`src/rtl/fst_pkg.sv`:
```
package fst_pkg;
  localparam int unsigned CNT_W    = 16;
  localparam int unsigned FRAC_W   = 8;
  localparam int unsigned SAMPLES  = 180;
  localparam int unsigned IDX_W    = $clog2(SAMPLES);
  localparam int unsigned MIN_PER  = 2;

  // Raise an integer period to the minimum; result one bit wider so N+1 fits.
  function automatic logic [CNT_W:0] eff_period(input logic [CNT_W-1:0] n);
    logic [CNT_W:0] w;
    w = {1'b0, n};
    if (w < (CNT_W+1)'(MIN_PER)) w = (CNT_W+1)'(MIN_PER);
    return w;
  endfunction

  // Rolling fraction add: returns {carry, sum}.
  function automatic logic [FRAC_W:0] frac_add(input logic [FRAC_W-1:0] acc,
                                               input logic [FRAC_W-1:0] f);
    return {1'b0, acc} + {1'b0, f};
  endfunction

  // Modulo index step.
  function automatic logic [IDX_W-1:0] idx_step(input logic [IDX_W-1:0] i);
    return (i == IDX_W'(SAMPLES - 1)) ? '0 : i + 1'b1;
  endfunction
endpackage

```
`src/rtl/fst_shadow.sv`:
```
module fst_shadow #(
  parameter int unsigned CNT_W  = 16,
  parameter int unsigned FRAC_W = 8
) (
  input  logic              clk,
  input  logic              rst_n,
  input  logic [CNT_W-1:0]  n_in,
  input  logic [FRAC_W-1:0] f_in,
  output logic [CNT_W-1:0]  n_sh,
  output logic [FRAC_W-1:0] f_sh
);
  always_ff @(posedge clk) begin
    if (!rst_n) begin
      n_sh <= '0;
      f_sh <= '0;
    end else begin
      n_sh <= n_in;
      f_sh <= f_in;
    end
  end
endmodule

```
`src/rtl/fst_period_ctr.sv`:
```
module fst_period_ctr #(
  parameter int unsigned CW = 17
) (
  input  logic          clk,
  input  logic          rst_n,
  input  logic          en,
  input  logic [CW-1:0] start_len,
  input  logic [CW-1:0] reload_len,
  output logic          expire,
  output logic          start,
  output logic [CW-1:0] cnt_q
);
  logic idle;

  assign idle   = (cnt_q == '0);
  assign start  = en && idle;
  assign expire = en && (cnt_q == CW'(1));

  always_ff @(posedge clk) begin
    if (!rst_n) begin
      cnt_q <= '0;
    end else if (start) begin
      cnt_q <= start_len;
    end else if (expire) begin
      cnt_q <= reload_len;
    end else if (en) begin
      cnt_q <= cnt_q - 1'b1;
    end
  end
endmodule

```
`src/rtl/fst_frac_acc.sv`:
```
module fst_frac_acc #(
  parameter int unsigned FRAC_W = 8
) (
  input  logic              clk,
  input  logic              rst_n,
  input  logic              step,
  input  logic [FRAC_W-1:0] frac,
  output logic              carry,
  output logic [FRAC_W-1:0] acc_q
);
  logic [FRAC_W:0] sum;

  assign sum   = fst_pkg::frac_add(acc_q, frac);
  assign carry = sum[FRAC_W];

  always_ff @(posedge clk) begin
    if (!rst_n)    acc_q <= '0;
    else if (step) acc_q <= sum[FRAC_W-1:0];
  end
endmodule

```
`src/rtl/fst_idx_ctr.sv`:
```
module fst_idx_ctr #(
  parameter int unsigned IDX_W = 8
) (
  input  logic             clk,
  input  logic             rst_n,
  input  logic             step,
  output logic [IDX_W-1:0] idx_q
);
  always_ff @(posedge clk) begin
    if (!rst_n)    idx_q <= '0;
    else if (step) idx_q <= fst_pkg::idx_step(idx_q);
  end
endmodule

```
`src/rtl/frac_sample_timer.sv`:
```
module frac_sample_timer #(
  parameter int unsigned CNT_W  = fst_pkg::CNT_W,
  parameter int unsigned FRAC_W = fst_pkg::FRAC_W,
  parameter int unsigned IDX_W  = fst_pkg::IDX_W
) (
  input  logic              clk,
  input  logic              rst_n,
  input  logic              en,
  input  logic [CNT_W-1:0]  period_int,
  input  logic [FRAC_W-1:0] period_frac,
  output logic              strobe,
  output logic [IDX_W-1:0]  sample_idx
);
  localparam int unsigned CW = CNT_W + 1;

  logic [CNT_W-1:0]  n_sh;
  logic [FRAC_W-1:0] f_sh;
  logic [CW-1:0]     base_len;
  logic [CW-1:0]     reload_len;
  logic [CW-1:0]     cnt_q;
  logic [FRAC_W-1:0] acc_q;
  logic              carry;
  logic              expire_evt;
  logic              load_evt;

  fst_shadow #(.CNT_W(CNT_W), .FRAC_W(FRAC_W)) u_shadow (
    .clk(clk), .rst_n(rst_n), .n_in(period_int), .f_in(period_frac),
    .n_sh(n_sh), .f_sh(f_sh)
  );

  assign base_len   = fst_pkg::eff_period(n_sh);
  assign reload_len = base_len + CW'(carry);

  fst_period_ctr #(.CW(CW)) u_ctr (
    .clk(clk), .rst_n(rst_n), .en(en),
    .start_len(base_len), .reload_len(reload_len),
    .expire(expire_evt), .start(load_evt), .cnt_q(cnt_q)
  );

  fst_frac_acc #(.FRAC_W(FRAC_W)) u_acc (
    .clk(clk), .rst_n(rst_n), .step(expire_evt), .frac(f_sh),
    .carry(carry), .acc_q(acc_q)
  );

  fst_idx_ctr #(.IDX_W(IDX_W)) u_idx (
    .clk(clk), .rst_n(rst_n), .step(expire_evt), .idx_q(sample_idx)
  );

  assign strobe = expire_evt;
endmodule

```
`config.mk`:
```
export PLATFORM = sky130hd
export DESIGN_NAME = frac_sample_timer
export DESIGN_NICKNAME = d
export VERILOG_FILES = /design/src/rtl/fst_pkg.sv /design/src/rtl/fst_shadow.sv /design/src/rtl/fst_period_ctr.sv /design/src/rtl/fst_frac_acc.sv /design/src/rtl/fst_idx_ctr.sv /design/src/rtl/frac_sample_timer.sv
export SDC_FILE = /design/constraint.sdc
export NUM_CORES = 1
export LEC_CHECK = 0
export CAP_MARGIN = 20
export CORE_ASPECT_RATIO = 1.75
export CORE_MARGIN = 1
export CORE_UTILIZATION = 55
export DETAILED_ROUTE_END_ITERATION = 6
export GPL_TIMING_DRIVEN = 0
export PLACE_DENSITY = 0.78
export SLEW_MARGIN = 20
export SYNTH_ARGS = -nofsm -noshare
export SYNTH_HDL_FRONTEND = slang
export SYNTH_SLANG_ARGS = --single-unit
```
`constraint.sdc`:
```
create_clock -name clk -period 5.1 [get_ports clk]
set_clock_uncertainty 0.05 [all_clocks]
set_input_delay 1.275 -clock clk [delete_from_list [all_inputs] [get_ports clk]]
set_output_delay 1.275 -clock clk [all_outputs]
set_load 0.1 [all_outputs]
```
==> results.cfg, run 1 <==
[status]
status = complete, no violations

[critical_path]
slowest_delay_ns = 0.57
cp_max_fo = 10
regToRegStartpoint = u_acc.acc_q[0]$_SDFFE_PN0P_
critical_path_class = in2out
critical_path_required_ns = 3.77
rrSetupSlack_ns = 1.39
cp_top_family = buffers and inverters
endpoint_kind = primary output
crit_buf_inv = 6
critPathArrivalTime_ns = 3.59
critPathSlowestCell = clkdlybuf4s15_2
reg2regPathDepth = 15
crit_top_cell = buf_6
cp_cell_sequence = clkbuf_1, nand3_1, or2_1, buf_6, clkinv_2, buf_6, buf_4, clkdlybuf4s15_2
critical_path.startpoint_type = input port
reg2reg_to = u_ctr.cnt_q[14]$_SDFFE_PN0P_

[sta]
slew_viol_final = 0
setup_viol = 0
finalHoldViolCount = 0
fin_crit_sh_pct = 96.4
tightest_slew_ns = 0.981
min_period_ns = 4.92
grt_setup_unrepaired = no
fmax_mhz = 203
slew-limit-headroom_pct = 34.4

[clock_tree]
clkLatencyLatePin_ns = 0.34
h-tree-depth = 3
cts_buffers = 9
post_cts_buffers = 0
clkTransAtPathRegs_ns = 0.06
ctsResizeCount = 3
cts_tree = built
ctsRootBufferMaster = clkbuf_8
hold_buffers = 0
clockBufferDepth = 2
cts.sinks = 57

[logic_synthesis]
synth_area_leaders = dfxtp_1, nand2_1, ha_1, and2_1, xor2_1
synthesis.area_sq_um = 3190
syn_inst = 384
ys_warn_count = 0
syn_avg_cell_area_sq_um = 8.30
synth.distinct_cells = 61
synth_seq_area_share_pct = 35.8
syn_nets = 425
synth_flop_cell = dfxtp_1
synth_top_area_share_pct = 35.8
async_reset_ff_share_pct = 0
yosys_register_bits = 57
synth_top_area_cell = dfxtp_1
synth_edf_count = 0

[cells_and_area]
n_antenna_cell = 0
area_growth_syn_to_layout_pct = 20.6
utilization_pct = 68.9
layout-drive-gt1-share_pct = 6.91
fillers = 493
nNetsFinal = 470
final_cells = 510

[worst_hold_path]
min-delay-start = u_acc.acc_q[4]$_SDFFE_PN0P_
hold_class = reg2reg
min_delay_path_depth = 2
min_to = u_acc.acc_q[4]$_SDFFE_PN0P_

[floorplanning]
core-area_sq_um = 5590
row_count = 36
pin_count = 36
start_util_pct = 57.1
die_h_um = 103
fp.dieW_um = 59.6
die_area_sq_um = 6120

[global_route]
track_usage_pct = 30.1
grt_pass1_vias = 2921
grt_antenna_before_repair = 0
grt_first_pass_wirelength_mm = 13.6
overflow = 0
grt_max_degree = 11

[route]
drcViolationCount = 0
m1WireLength_mm = 3.33
dr_wl_met3_um = 400
wl_met2_mm = 4.17
wl_per_cell_um = 16.3
viasPerCell = 6.00
highest_layer = met4
ant_nets = 0
drtIter0Drc = 240
num_vias = 3060
first_pass_iters = 5
wirelength_mm = 8.32

[power]
pwr-share-clk_pct = 36.0
pwr-share-seq_pct = 41.3
ir_drop_v = 0.000213
p_int_mw = 0.861
p_sw_mw = 0.386
p_per_area_nw_per_um2 = 324
p_sw_share_pct = 30.9
power_frac_comb_pct = 22.8
p_leak_nw = 1.49

[flow_run]
maxCapViolations = 0

[place]
globalplace.congestion = 0.948
dp_cells = 494
io_buffers = 34
dpl.hpwl_mm = 6.16
[power groups by stage]
stage,Combinational [mW],Sequential (mW),Clock (mW)
floorplan,0.201,0.514,0
global placement,0.273,0.521,0
detailed placement,0.277,0.523,0
CTS,0.280,0.513,0.452
global route,0.311,0.519,0.475
finish,0.284,0.515,0.448
[kinds of logic (layout without fill, tap and decap cells)]
group,after synthesis,after routing,synth area share [%]
adder cells (fa/ha/maj),14,14,5.73
XOR/XNOR,24,24,6.59
AND/OR/NAND/NOR,174,174,29.2
buffers and inverters,26,76,3.96
AO/OA/AOI/OAI,86,86,17.8
flip-flops,57,57,35.8
multiplexers,3,3,0.942
[Yosys cell counts (all sizes together) (4+ instances only)]
cell type and number:
dfxtp 57, nand2 47, and2 26, nor2 23, o21ai 23, nand3 20
a21oi 18, nor3 17, clkbuf 14, xor2 14, ha 13, nor4 10
xnor2 10, nand4 9, a31oi 7, inv 6, a21boi 5, and3 5
buf 5, a21o 4
[layer usage]
metal / track usage [%] / up-vias
li1: - / 1482
met1: 32.3 / 1428
met5: 0 / -
met2: 51.7 / 115
met3: 6.65 / 35
met4: 19.9 / 0
[tightest hold or removal path, stage by stage (launching register included)]
cell and delay (ns):
dfxtp_1 0.31, nand2_1 0.05, a21boi_0 0.06
[worst max-delay path by stage]
stage | from | to | slack, ns | cells after the start
final | en | strobe | 0.18 | 8
after global placement | en | strobe | -0.36 | 8
after global routing | en | strobe | 0.1 | 8
after detailed placement | en | strobe | -0.34 | 8
after floorplan | en | strobe | 1.11 | 7
after CTS | en | strobe | 0.19 | 8
[layout make-up]
cell class	count	area [sq um]	area share (%)
buffer	19	98.8	2.57
clock buffer	12	165	4.29
clock inverter	4	50.0	1.30
inverter	7	27.5	0.716
multi-input combinational	301	1930	50.1
sequential	57	1140	29.7
tap	76	95.1	2.47
timing repair buffer	34	342	8.88
[metrics by stage]
| step | hold WS [ns] | setup TNS, ns | cell area (sq um) | worst slack (ns) | total power [mW] |
|---|---|---|---|---|---|
| after CTS | 0.422 | 0 | 3850 | 0.191 | 1.25 |
| final | 0.418 | 0 | 3850 | 0.182 | 1.25 |
| after global routing | 0.454 | 0 | 3850 | 0.0984 | 1.30 |
| after global placement | 0.407 | -0.357 | 3620 | -0.357 | 0.794 |
| after detailed placement | 0.413 | -0.343 | 3630 | -0.343 | 0.800 |
| after floorplan | 0.395 | 0 | 3190 | 1.11 | 0.715 |
[sequential cells by signal (all words and copies together), names as in the netlist]
signal,count
u_acc.acc_q,8
u_ctr.cnt_q,17
u_idx.idx_q,8
u_shadow.n_sh,16
u_shadow.f_sh,8
[cells in the final DEF (no fill, tap or decap), types with 12 or more instances in the layout]
master | synthesis | layout
o21ai_0 | 22 | 22
clkdlybuf4s50_1 | 0 | 33
a21oi_1 | 18 | 18
clkbuf_8 | 0 | 12
dfxtp_1 | 57 | 57
ha_1 | 13 | 13
nor3_1 | 17 | 17
nand3_1 | 20 | 20
clkbuf_1 | 14 | 14
nand2_1 | 47 | 47
and2_1 | 25 | 25
xor2_1 | 14 | 14
nor2_1 | 23 | 23
Note: power is estimated with default switching activity, not from simulation.
==> inputs of run 2 (changes only) <==
--- a/config.mk
+++ b/config.mk
@@ -8,10 +8,9 @@
 export CAP_MARGIN = 20
 export CORE_ASPECT_RATIO = 1.75
 export CORE_MARGIN = 1
-export CORE_UTILIZATION = 55
+export CORE_UTILIZATION = 35
 export DETAILED_ROUTE_END_ITERATION = 6
 export GPL_TIMING_DRIVEN = 0
-export PLACE_DENSITY = 0.78
 export SLEW_MARGIN = 20
 export SYNTH_ARGS = -nofsm -noshare
 export SYNTH_HDL_FRONTEND = slang
==> run 2 against run 1 <==
Register-to-register slack about the same. Combinational power increased by 1%. Global-route usage decreased by 9.1 points. Critical path depth unchanged. Sequential share of layout area decreased by 1.0 points. Cell area increased by 3.5%. Sequential power about the same. Clock power increased by 32%. Utilization decreased by 24 points.
==> results.cfg, run 2 (synthesized netlist as in run 1, its figures left out) <==
[route]
viasPerCell = 5.47
num_vias = 3020
first_pass_iters = 4
ant_nets = 0
drcViolationCount = 0
drtIter0Drc = 207
wirelength_mm = 9.08
wl_per_cell_um = 16.4

[critical_path]
rrSetupSlack_ns = 1.40
critical_path_required_ns = 3.77
endpoint = strobe
critical_path.startpoint_type = input port
slowest_delay_ns = 0.57
reg2reg_to = u_ctr.cnt_q[14]$_SDFFE_PN0P_
critPathSlowestCell = clkdlybuf4s15_2
cp_max_fo = 10
crit_buf_inv = 6
startpoint = en
reg2regPathDepth = 15
cp_top_family = buffers and inverters
crit_top_cell = buf_6
endpoint_kind = primary output
cp_cell_sequence = clkbuf_1, nand3_1, or2_1, buf_6, clkinv_2, buf_6, buf_4, clkdlybuf4s15_2
crit_cells = 8
critical_path_class = in2out
regToRegStartpoint = u_shadow.f_sh[0]$_SDFF_PN0_
critPathArrivalTime_ns = 3.68

[power]
pwr-share-clk_pct = 42.5
p_per_area_nw_per_um2 = 350
p_int_mw = 0.989
p_sw_share_pct = 29.1
power_frac_comb_pct = 20.6
pwr-share-seq_pct = 36.9
p_sw_mw = 0.406
finalPower_mw = 1.40
p_leak_nw = 1.53
ir_drop_v = 0.000213

[worst_hold_path]
hold_class = reg2reg

[sta]
slew_viol_final = 0
worst_slack_ns = 0.0958
grt_setup_unrepaired = no
finalHoldViolCount = 0
slew-limit-headroom_pct = 35.5
setup_viol = 0
fmax_mhz = 200
fin_crit_sh_pct = 98.1
tightest_slew_ns = 0.965
min_period_ns = 5.00
hold-worst-slack_ns = 0.420

[global_route]
grt_max_degree = 11
overflow = 0
track_usage_pct = 21.0
grt_pass1_vias = 2960
grt_antenna_before_repair = 0
grt_first_pass_wirelength_mm = 14.9

[place]
place_ws_ns = -0.491
globalplace.congestion = 0.943
dp_cells = 536
io_buffers = 34
dpl.hpwl_mm = 6.59
place_area_sq_um = 3690

[clock_tree]
ctsRootBufferMaster = clkbuf_16
cts.sinks = 57
clkTransAtPathRegs_ns = 0.05
cts_tree = built
h-tree-depth = 3
post_cts_buffers = 0
cts_buffers = 9
hold_buffers = 0
clockBufferDepth = 2
clkLatencyLatePin_ns = 0.33

[cells_and_area]
final_cell_mix = dfxtp_1, nand2_1, clkdlybuf4s50_1
max_flop_register = u_ctr.cnt_q
nNetsFinal = 471
area_growth_syn_to_layout_pct = 24.9
layout-drive-gt1-share_pct = 6.67
layout_commonest_cell = dfxtp_1
n_antenna_cell = 0
multi_input_area_sq_um = 1930
final_cells = 552
largestRegisters = u_ctr.cnt_q (17), u_shadow.n_sh (16)
fillers = 920
postLayoutCellArea_sq_um = 3980
ff_latch_area_sq_um = 1140
largest_reg_flops = 17

[floorplanning]
die_h_um = 128
die_area_sq_um = 9510
row_count = 45
start_util_pct = 36.3
core-area_sq_um = 8780
pin_count = 36
fp.dieW_um = 74.1

[flow_run]
maxCapViolations = 0

[status]
status = complete, no violations
==> run 2: how the worst min path moves through the flow <==
stage,depth (start not counted),from,slack (ns),to
after floorplan,2,u_acc.acc_q[3]$_SDFFE_PN0P_,0.39,u_acc.acc_q[3]$_SDFFE_PN0P_
after global placement,2,u_acc.acc_q[0]$_SDFFE_PN0P_,0.40,u_acc.acc_q[0]$_SDFFE_PN0P_
after detailed placement,2,u_acc.acc_q[3]$_SDFFE_PN0P_,0.42,u_acc.acc_q[3]$_SDFFE_PN0P_
after CTS,2,u_acc.acc_q[3]$_SDFFE_PN0P_,0.43,u_acc.acc_q[3]$_SDFFE_PN0P_
after global routing,2,u_acc.acc_q[3]$_SDFFE_PN0P_,0.45,u_acc.acc_q[3]$_SDFFE_PN0P_
final,2,u_acc.acc_q[3]$_SDFFE_PN0P_,0.42,u_acc.acc_q[3]$_SDFFE_PN0P_
==> run 2: power groups by stage <==
stage                     sequential (mW)  clock, mW  combinational [mW]
final                               0.515      0.593               0.288
after global routing                0.519      0.624               0.315
after CTS                           0.514      0.602               0.284
after detailed placement            0.522          0               0.282
after global placement              0.521          0               0.278
after floorplan                     0.514          0               0.201
==> run 2: repair_timing <==
action / 4_1_cts / 5_1_grt
endpoints found under the hold margin: 0 / 0
gates resized for setup: 3 / 0
setup endpoints to repair: 1 / 0
==> run 2: final cells by class <==
cell class,instances,area share (%)
multi-input cells,301,48.5
flip-flops and latches,57,28.7
repair buffers,35,8.70
clock buffers,13,6.28
well taps,117,3.68
plain buffers,19,2.48
clock inverters,3,1.01
inverters,7,0.691
==> run 2: metrics by stage <==
step / util [%] / setup TNS, ns
5_1_grt: 45.3 / 0
3_5_place_dp: 42.0 / -0.491
4_1_cts: 45.3 / 0
6_report: 45.3 / 0
3_3_place_gp: 41.8 / -0.477
2_1_floorplan: - / 0
==> run 2: routing by layer <==
layer | vias to the layer above | wire [um] | track usage (%)
met4 | 0 | 242 | 11.5
met1 | 1434 | 3730 | 23.9
li1 | 1482 | - | -
met2 | 89 | 4710 | 36.0
met3 | 15 | 394 | 3.93
met5 | - | 0 | 0
==> run 2: worst register-to-register path: stages, from the launching register on <==
cell and delay, ns:
dfxtp_1 0.30, ha_1 0.22, fa_1 0.41, a21o_1 0.17, a21oi_1 0.22, o21bai_1 0.09, a21oi_1 0.24, o21ai_0 0.17
ha_1 0.24, ha_1 0.19, and2_0 0.25, and3_1 0.29, nand3_1 0.13, o41ai_2 0.08, a2111oi_0 0.42, nor3_1 0.10
